[src/rtl/dsi_pkg.sv]
package dsi_pkg;
  localparam int unsigned STATIONS_DEF = 2;
  localparam int unsigned STEPS_DEF    = 2;
  localparam int unsigned RST_STAGES   = 2;

  // Position of a given step of a given station in the flat button vector.
  function automatic int unsigned btn_pos(input int unsigned stn,
                                          input int unsigned step,
                                          input int unsigned steps);
    return stn * steps + step;
  endfunction
endpackage

[src/rtl/dsi_reset_sync.sv]
module dsi_reset_sync #(
  parameter int unsigned STAGES = dsi_pkg::RST_STAGES
) (
  input  logic clk,
  input  logic rst_n,
  output logic rst_sync_n
);
  logic [STAGES-1:0] chain_q;
  logic [STAGES-1:0] chain_d;

  always_comb begin
    chain_d = {chain_q[STAGES-2:0], 1'b1};
  end

  always_ff @(posedge clk or negedge rst_n) begin
    if (!rst_n) chain_q <= '0;
    else        chain_q <= chain_d;
  end

  assign rst_sync_n = chain_q[STAGES-1];
endmodule

[src/rtl/dsi_wait_stage.sv]
// Holds a token while its level input is low; forwards it in the same
// cycle once the level is high.
module dsi_wait_stage (
  input  logic clk,
  input  logic rst_n,
  input  logic flush_i,
  input  logic tok_i,
  input  logic level_i,
  output logic tok_o,
  output logic pend_o
);
  logic pend_q;
  logic pend_d;
  logic pend_en;
  logic live;

  always_comb begin
    live    = tok_i | (pend_q & ~flush_i);
    pend_d  = live & ~level_i;
    pend_en = tok_i | pend_q;
  end

  always_ff @(posedge clk or negedge rst_n) begin
    if (!rst_n)       pend_q <= 1'b0;
    else if (pend_en) pend_q <= pend_d;
  end

  assign tok_o  = live & level_i;
  assign pend_o = pend_q;


  held_only_while_low_chk: assert property (@(posedge clk) disable iff (!rst_n)
    pend_q |-> !$past(level_i));
endmodule

[src/rtl/dsi_station_chain.sv]
module dsi_station_chain #(
  parameter int unsigned STEPS = dsi_pkg::STEPS_DEF
) (
  input  logic             clk,
  input  logic             rst_n,
  input  logic             start_i,
  input  logic [STEPS-1:0] btn_i,
  output logic             done_o,
  output logic [STEPS-1:0] pend_o
);
  logic [STEPS:0] tok;

  assign tok[0] = start_i;

  for (genvar s = 0; s < STEPS; s++) begin : g_step
    dsi_wait_stage u_wait (
      .clk     (clk),
      .rst_n   (rst_n),
      .flush_i (start_i),
      .tok_i   (tok[s]),
      .level_i (btn_i[s]),
      .tok_o   (tok[s+1]),
      .pend_o  (pend_o[s])
    );
  end

  assign done_o = tok[STEPS];


  single_position_chk: assert property (@(posedge clk) disable iff (!rst_n)
    $onehot0(pend_o));
endmodule

[src/rtl/dsi_join_sync.sv]
// Fork-join: remembers which branches have finished and releases one
// joined token when all have.
module dsi_join_sync #(
  parameter int unsigned BRANCHES = dsi_pkg::STATIONS_DEF
) (
  input  logic                clk,
  input  logic                rst_n,
  input  logic                flush_i,
  input  logic [BRANCHES-1:0] fin_i,
  output logic                join_o
);
  logic [BRANCHES-1:0] seen_q;
  logic [BRANCHES-1:0] seen_d;
  logic [BRANCHES-1:0] arrived;
  logic                seen_en;
  logic                joined;

  always_comb begin
    arrived = fin_i | (seen_q & {BRANCHES{~flush_i}});
    joined  = &arrived;
    seen_d  = joined ? '0 : arrived;
    seen_en = flush_i | (|fin_i);
  end

  always_ff @(posedge clk or negedge rst_n) begin
    if (!rst_n)       seen_q <= '0;
    else if (seen_en) seen_q <= seen_d;
  end

  assign join_o = joined;


  token_consumed_chk: assert property (@(posedge clk) disable iff (!rst_n)
    !(&seen_q));
endmodule

[src/rtl/dual_station_interlock.sv]
module dual_station_interlock #(
  parameter int unsigned STATIONS = dsi_pkg::STATIONS_DEF,
  parameter int unsigned STEPS    = dsi_pkg::STEPS_DEF
) (
  input  logic                      clk,
  input  logic                      rst_n,
  input  logic                      start_i,
  input  logic [STATIONS*STEPS-1:0] button_i,
  output logic                      fire_o
);
  localparam int unsigned NBTN = STATIONS * STEPS;

  logic                      rst_int_n;
  logic [STATIONS-1:0]       stn_done;
  logic [NBTN-1:0]           stn_pend;
  logic                      joined;
  logic                      fire_q;
  logic                      fire_d;

  dsi_reset_sync u_rst (
    .clk        (clk),
    .rst_n      (rst_n),
    .rst_sync_n (rst_int_n)
  );

  for (genvar i = 0; i < STATIONS; i++) begin : g_stn
    localparam int unsigned BASE = dsi_pkg::btn_pos(i, 0, STEPS);
    dsi_station_chain #(.STEPS(STEPS)) u_chain (
      .clk     (clk),
      .rst_n   (rst_int_n),
      .start_i (start_i),
      .btn_i   (button_i[BASE +: STEPS]),
      .done_o  (stn_done[i]),
      .pend_o  (stn_pend[BASE +: STEPS])
    );
  end

  dsi_join_sync #(.BRANCHES(STATIONS)) u_join (
    .clk     (clk),
    .rst_n   (rst_int_n),
    .flush_i (start_i),
    .fin_i   (stn_done),
    .join_o  (joined)
  );

  always_comb begin
    fire_d = joined;
  end

  always_ff @(posedge clk or negedge rst_int_n) begin
    if (!rst_int_n) fire_q <= 1'b0;
    else            fire_q <= fire_d;
  end

  assign fire_o = fire_q;


  single_pulse_chk: assert property (@(posedge clk) disable iff (!rst_int_n)
    (fire_o && !start_i) |=> !fire_o);


  idle_after_fire_chk: assert property (@(posedge clk) disable iff (!rst_int_n)
    (fire_o && !start_i) |=> (stn_pend == '0));
endmodule

[config.mk]
export PLATFORM = sky130hd
export DESIGN_NAME = dual_station_interlock
export DESIGN_NICKNAME = d
export VERILOG_FILES = /design/src/rtl/dsi_pkg.sv /design/src/rtl/dsi_reset_sync.sv /design/src/rtl/dsi_wait_stage.sv /design/src/rtl/dsi_station_chain.sv /design/src/rtl/dsi_join_sync.sv /design/src/rtl/dual_station_interlock.sv
export SDC_FILE = /design/constraint.sdc
export NUM_CORES = 1
export LEC_CHECK = 0
export BUFFER_PORTS_ARGS = -buffer_cell sky130_fd_sc_hd__buf_4
export CELL_PAD_IN_SITES_DETAIL_PLACEMENT = 0
export CELL_PAD_IN_SITES_GLOBAL_PLACEMENT = 1
export CORE_AREA = 8 8 45 47
export DETAILED_ROUTE_END_ITERATION = 8
export DIE_AREA = 0 0 53 55
export MAX_ROUTING_LAYER = met4
export PLACE_DENSITY_LB_ADDON = 0.1
export RECOVER_POWER = 50
export SLEW_MARGIN = 30
export SYNTH_ARGS = -nofsm -noshare
export SYNTH_HDL_FRONTEND = slang
export SYNTH_SLANG_ARGS = --single-unit
[constraint.sdc]
create_clock -name clk -period 0.8 [get_ports clk]
set_clock_uncertainty 0.2 [all_clocks]
set_input_delay 0.12 -clock clk [delete_from_list [all_inputs] [get_ports clk]]
set_output_delay 0.12 -clock clk [all_outputs]
set_load 0.005 [all_outputs]
==> impl_summary.txt, run 1 <==
----------------------------------------------------
[Placed design]
  I/O Buffers ... 7
  Placer's final routability congestion estimate ... 0.677
  HPWL after detailed placement ... 691 µm

[Critical path]
  Nature of the critical path endpoint ... flop
  Source of the critical timing path ... g_stn[1].u_chain.g_step[1].u_wait.pend_o
  Sum of buffers and inverters on the critical path ... 0
  Worst endpoint data arrival time ... about 1.5 ns
  Kind of critical path ... reg -> reg
  Largest delay share family, worst path ... simple AND/OR/NAND/NOR gates
  Maximum fanout along the worst path ... 2
  Required time reported for the critical path endpoint ... 0.77 ns
  Critical path launch point type ... flop
  Critical Path Slowest Stage Cell ... sky130_fd_sc_hd__or4_4
  Cell breakdown of the critical path ... and3b_2 > or4_4 > a211oi_2
  R2R Path Start ... g_stn[1].u_chain.g_step[1].u_wait.pend_o
  Worst path max stage delay ... 0.48 ns

[STA]
  Slack of the critical path ... -0.724 ns
  RSZ-0062 raised after global routing ... true
  Worst hold margin ... -0.177 ns
  Final cycle utilization of the critical path ... 190%
  Clock period minus worst slack ... 1.52 ns
  Maximum frequency from static timing analysis ... about 660 MHz
  Final setup violation count ... 8
  Total Neg Setup Slack ... -2.88 ns
  Final hold vios ... 13
  Count of final max-slew check failures ... 0

[Detailed routing]
  Total via count after detailed routing ... 393
  Final WL ... 1.06 mm
  Detail Route Antenna Nets ... 0
  Post-detailed-route via-to-cell ratio ... between 4 and 5
  Drt first-iter violations ... 2
  Routed length per placed instance ... 13.4 µm
  Count of TritonRoute iterations in the first routing pass ... 3
  Residual DRC ... 0

[Yosys]
  Mean Syn Cell Area ... ~11 µm²
  Post-synthesis register bit count ... 9
  Post-Synthesis Cells ... 37
  Number of unique standard cell types used by synthesis ... 15
  Proportion of synthesized chip area in sequential cells ... 56.8%
  Library cell occupying the most area in the post-synthesis netlist ... sky130_fd_sc_hd__dfrtp_1
  Fraction of synthesized cell area taken by the top area cell type ... between 50% and 60%
  Synthesis warning total ... 0
  Synthesized net count ... 44
  Mapped Area ... approximately 400 µm²
  Synth top area cells ... sky130_fd_sc_hd__dfrtp_1 (57%), sky130_fd_sc_hd__a211oi_1 (5.7%), sky130_fd_sc_hd__and3b_2 (5.0%), sky130_fd_sc_hd__o211a_1 (5.0%), sky130_fd_sc_hd__o22ai_1 (4.7%)

[GRT]
  Via count of the first global-routing pass ... 431
  Total gr overflow ... 0
  First-pass GRT wire length ... 1.83 mm
  Maximum number of pins on one net before global-route repair ... 8
  Global routing usage summed across all routing layers ... 8.85%
  Antenna violations before repair ... 0

[Status]
  Violations in the final reports ... negative hold slack, negative setup slack
  Outcome ... finished with violations

[CTS]
  # hold bufs at CTS ... 1
  Clock tree from TritonCTS ... built
  Worst-Skew Late Latency ... 0.26 ns
  Total CTS buffers ... 3
  TritonCTS Sinks ... 9
  CTS max path bufs ... 2
  CTS H-tree depth ... 1
  Clock root buffer ... sky130_fd_sc_hd__clkbuf_4
  Clock-pin slew reported for the worst setup and hold paths after clock tree synthesis ... 0.06 ns

[Floorplanning]
  Full die area ... 2920 µm²
  Core box area ... approximately 1400 µm²
  Initial Utilization ... between 20 and 30%
  Standard-cell rows ... 14
  Number of primary I/O pins ... 8
  Die Width ... 53 µm
  Vertical die dimension ... approximately 55 µm

[Finish]
  Fillers ... about 140
  Area Overhead vs Synth ... 73.2%
  Multi-input gate area ... approximately 220 µm²
  Sequential Area ... 225 µm²
  Fraction of layout cells with a size suffix above 1 ... between 60% and 70%
  Final layout net count ... 71
  Diode insertion count for antenna repair ... 0

[Worst hold path]
  Critical hold path startpoint ... button_i[3]
  Worst min-delay path category ... in -> reg

[Power]
  Total power divided by cell area ... 1610 nW/µm²
  Leak ... 0.334 nW
  Power Total ... roughly 1.1 mW
  Max IR drop VDD ... between 800 and 900 µV

[Job]
  Number of max-cap violations ... 0

----------------------------------------------------
Yosys cell counts, drive strengths merged:
cell type / instances
nor3: 2
o21ai: 2
nor2: 4
a21oi: 2
and3b: 2
buf: 1
nand2b: 2
clkinvlp: 1
dfrtp: 9
inv: 1
o211a: 2
conb: 1
a211oi: 3
o22ai: 3
or4: 2
where the power goes:
group          internal, mW  total [mW]  leakage, nW  switching (mW)
Sequential            0.488       0.514        0.114          0.0255
Combinational         0.144       0.242        0.204          0.0975
Clock                 0.192       0.350       0.0150           0.158
worst paths after layout:
path	endpoint	slack (ns)	depth (start not counted)
setup / recovery	u_join.seen_q[1]	-0.72	3
hold / removal	g_stn[1].u_chain.g_step[1].u_wait.pend_o	-0.18	2
setup reg to reg	u_join.seen_q[1]	-0.72	3
hold reg to reg	g_stn[1].u_chain.g_step[1].u_wait.pend_o	-0.08	0
max in group asynchronous	g_stn[0].u_chain.g_step[1].u_wait.pend_o	0.25	0
min in group asynchronous	g_stn[1].u_chain.g_step[1].u_wait.pend_o	-0.08	0
layout by cell type, fill, tap and decap left out:
cell / n
sky130_fd_sc_hd__clkbuf_1: 2
sky130_fd_sc_hd__o22ai_2: 1
sky130_fd_sc_hd__clkbuf_4: 3
sky130_fd_sc_hd__o22ai_1: 2
sky130_fd_sc_hd__o21ai_2: 2
sky130_fd_sc_hd__nor2_4: 1
sky130_fd_sc_hd__or4_4: 2
sky130_fd_sc_hd__nor2_2: 2
sky130_fd_sc_hd__nor2_1: 1
sky130_fd_sc_hd__conb_1: 1
sky130_fd_sc_hd__dfrtp_1: 9
sky130_fd_sc_hd__a21oi_1: 1
sky130_fd_sc_hd__and3b_2: 2
sky130_fd_sc_hd__buf_4: 17
sky130_fd_sc_hd__dlygate4sd3_1: 1
sky130_fd_sc_hd__a211oi_2: 3
sky130_fd_sc_hd__nor3_2: 2
sky130_fd_sc_hd__clkinvlp_2: 1
sky130_fd_sc_hd__a21oi_2: 1
sky130_fd_sc_hd__buf_6: 4
sky130_fd_sc_hd__inv_1: 1
sky130_fd_sc_hd__nand2b_1: 2
sky130_fd_sc_hd__o211a_1: 2
kinds of logic after synthesis:
logic type / count (synthesis) / share of synthesized area (%)
other cells: 1 / 0.945
simple gates: 12 / 18.3
compound gates: 12 / 20.5
flops: 9 / 56.8
buf+inv: 3 / 3.47
routing by layer:
layer | wire length (µm) | share of wire, % | global-route usage, % | vias up
met1 | 414 | 39 | 9.30 | 199
met5 | 0 | 0 | - | -
met3 | 36 | 3.4 | 3.21 | 0
met2 | 607 | 57 | 14.1 | 5
met4 | 0 | 0 | 5.17 | 0
li1 | - | - | - | 189
repair_timing:
item / in CTS / in global routing
setup buffers: 4 / 1
endpoints found under the hold margin: 13 / 13
pin swaps: 13 / 4
gates resized for setup: 16 / 6
setup endpoints to repair: 8 / 8
final cells by class:
class	instances	share of cell area [%]
Inverter	2	1.28
Sequential cell	9	32.8
Clock buffer	4	3.83
Tap cell	16	2.91
Multi-Input combinational cell	25	32.1
Timing Repair Buffer	23	27.1
sequential cells by signal (all words and copies together) (netlist names):
name and cells:
u_rst.chain_q 2, u_join.seen_q 2, g_stn.u_chain.g_step.u_wait.pend_o 4, fire_o 1
stage by stage:
step                area [µm²]  instances  util, %  setup slack [ns]  hold WS [ns]
finish                     687         79     49.6            -0.724        -0.177
floorplan                  397         37        -            -0.762        -0.376
global placement           562         72     40.6            -0.761        -0.298
CTS                        673         79     48.6            -0.750        -0.184
detailed placement         562         72     40.6            -0.779        -0.296
global route               687         79     49.6            -0.767        -0.184
Note: power is estimated with default switching activity, not from simulation.
==> run 2: changes to the inputs <==
BUFFER_PORTS_ARGS = not set   (was -buffer_cell sky130_fd_sc_hd__buf_4)
DONT_BUFFER_PORTS = 1   (was not set)
==> run 2 against run 1 <==
Net effect:
- the flow still finishes with violations (negative hold slack, negative setup slack)
- critical endpoint unchanged
- critical path depth did not move
- non-clock buffer count fell by 10
- wire length fell by 2.8%
- final area fell by 8.0%
- sequential cell count did not move
- power fell by 1.9%
- clock power rose by 5.7%
- hold slack got worse by 0.11 ns
- highest routed layer is now met4
- largest cell class is now multi-input combinational cells
- sequential share of layout area rose by 2.9 points
- sequential power rose by 0.8%
- cell count fell by 13%
==> impl_summary.txt, run 2 (synthesized netlist as in run 1, its figures left out) <==
----------------------------------------------------
[Status]
  Outcome ... finished with violations
  Violations in the final reports ... negative hold slack, negative setup slack

[Critical path]
  Worst endpoint data arrival time ... between 1.5 and 2 ns
  Worst Setup EP ... u_join.seen_q[1]
  Cell breakdown of the critical path ... o211a_1 > or4_4 > a211oi_2
  Worst path max stage delay ... around 0.49 ns
  R2R Path Start ... g_stn[1].u_chain.g_step[0].u_wait.pend_o
  Critical path launch point type ... flop
  Critical Path Slowest Stage Cell ... sky130_fd_sc_hd__or4_4
  Required time reported for the critical path endpoint ... 0.78 ns
  R2R setup slack ... -0.81 ns
  Reg-to-reg endpoint ... u_join.seen_q[1]
  Nature of the critical path endpoint ... flop
  Kind of critical path ... reg -> reg
  Depth of the worst register-to-register path ... 3
  Source of the critical timing path ... g_stn[1].u_chain.g_step[0].u_wait.pend_o
  Maximum fanout along the worst path ... 2

[Finish]
  Fraction of layout cells with a size suffix above 1 ... 54.7%
  Final layout net count ... 61
  Fillers ... 141
  Most frequent cells in the layout ... sky130_fd_sc_hd__dfrtp_1 (9), sky130_fd_sc_hd__buf_4 (7), sky130_fd_sc_hd__dlygate4sd3_1 (4)
  Final design utilization ... 45.7%
  Most common library cell in the layout ignoring fill and taps ... sky130_fd_sc_hd__dfrtp_1
  Diode insertion count for antenna repair ... 0
  Area Overhead vs Synth ... 59.3%
  Final standard cell area without fillers ... 632 µm²
  Number of flip-flops in the largest register ... 4

[STA]
  Worst hold margin ... -0.288 ns
  Count of final max-slew check failures ... 0
  Maximum frequency from static timing analysis ... 620 MHz
  RSZ-0062 raised after global routing ... true
  Final cycle utilization of the critical path ... 202%
  Clock period minus worst slack ... 1.61 ns
  Final setup violation count ... 8
  Slack of the critical path ... -0.812 ns
  Final hold vios ... 16

[Job]
  Number of max-cap violations ... 0

[Floorplanning]
  Full die area ... 2920 µm²
  Initial Utilization ... 28.7%
  Vertical die dimension ... between 50 and 60 µm
  Core box area ... 1380 µm²
  Die Width ... 53 µm
  Number of primary I/O pins ... 8
  Standard-cell rows ... 14

[GRT]
  Total gr overflow ... 0
  First-pass GRT wire length ... 1.83 mm
  Antenna violations before repair ... 0
  Global routing usage summed across all routing layers ... 8.96%
  Maximum number of pins on one net before global-route repair ... 16
  Via count of the first global-routing pass ... 414

[Power]
  Combinational share of power ... 18.1%
  Share of power burned in the clock network ... 34.1%
  Sequential group share of total power ... a little under half
  Leak ... 0.279 nW
  Internal portion of total power ... 0.800 mW
  Net Sw Frac ... between 20% and 30%
  Max IR drop VDD ... 897 µV
  Total power divided by cell area ... 1720 nW/µm²
  Net Sw Power ... 0.284 mW

[Worst hold path]
  Worst min-delay path category ... in -> reg

[CTS]
  # hold bufs at CTS ... 4
  Worst-Skew Late Latency ... 0.27 ns
  TritonCTS Sinks ... 9
  Clock root buffer ... sky130_fd_sc_hd__clkbuf_4
  CTS H-tree depth ... 1
  CTS max path bufs ... 2
  Total CTS buffers ... 3
  Clock-pin slew reported for the worst setup and hold paths after clock tree synthesis ... 0.06 ns
  Clock tree from TritonCTS ... built

[Placed design]
  Instance area after placement ... 472 µm²
  I/O Buffers ... 0
  Placer's final routability congestion estimate ... around 0.7

[Detailed routing]
  Total via count after detailed routing ... 369
  Residual DRC ... 0
  Drt first-iter violations ... 3
  Final WL ... between 1 and 1.5 mm
  Detail Route Antenna Nets ... 0
  Count of TritonRoute iterations in the first routing pass ... 4
  Post-detailed-route via-to-cell ratio ... 5.35
  Routed length per placed instance ... 14.9 µm

----------------------------------------------------
## run 2: critical path: cells and delay by family (launching register included)
family	cells	cell delay [ns]
flip-flops	1	0.38
AND/OR/NAND/NOR	1	0.49
AO/OA/AOI/OAI	2	0.46
## run 2: final cells by class
class,instances,area (µm²),area share (%)
Clock buffer,4,26.3,4.16
Inverter,2,8.76,1.39
Tap cell,16,20.0,3.17
Timing Repair Buffer,13,115,18.2
Sequential cell,9,225,35.6
Multi-Input combinational cell,25,236,37.4
## run 2: worst min-delay path by stage
stage	start	endpoint	cells after the start
4_1_cts	button_i[2]	g_stn[1].u_chain.g_step[0].u_wait.pend_o	1
3_5_place_dp	rst_n	u_rst.chain_q[1]	0
2_1_floorplan	rst_n	u_rst.chain_q[0]	0
6_report	button_i[2]	g_stn[1].u_chain.g_step[0].u_wait.pend_o	1
3_3_place_gp	rst_n	u_rst.chain_q[1]	0
5_1_grt	button_i[2]	g_stn[1].u_chain.g_step[0].u_wait.pend_o	1
## run 2: per-stage QoR
step	setup slack [ns]	setup TNS, ns	hold WS [ns]	instances	total power, mW
finish	-0.812	-2.97	-0.288	69	1.08
global route	-0.842	-3.25	-0.283	69	1.12
floorplan	-0.762	-2.07	-0.376	37	0.582
global placement	-0.765	-2.69	-0.376	60	0.628
CTS	-0.779	-2.93	-0.287	68	1.04
detailed placement	-0.809	-2.85	-0.376	60	0.631
## run 2: power by group through the flow
stage	Sequential, mW	Combinational, mW	Clock [mW]
2_1_floorplan	0.515	0.0673	0
3_3_place_gp	0.519	0.109	0
3_5_place_dp	0.521	0.110	0
4_1_cts	0.513	0.152	0.372
5_1_grt	0.523	0.214	0.385
6_report	0.518	0.196	0.370
## run 2: timing repair
action	in CTS	in global routing
pin swaps	5	11
setup endpoints to repair	8	8
setup buffers	2	4
resized for setup	10	11
hold endpoints to repair	16	16
## run 2: per-layer routing
metal	global-route usage, %	vias to the layer above	part of all wire (%)
met5	-	-	0
li1	-	167	-
met1	8.84	188	38
met4	5.17	0	1.4
met2	14.5	12	53
met3	4.01	2	7.8
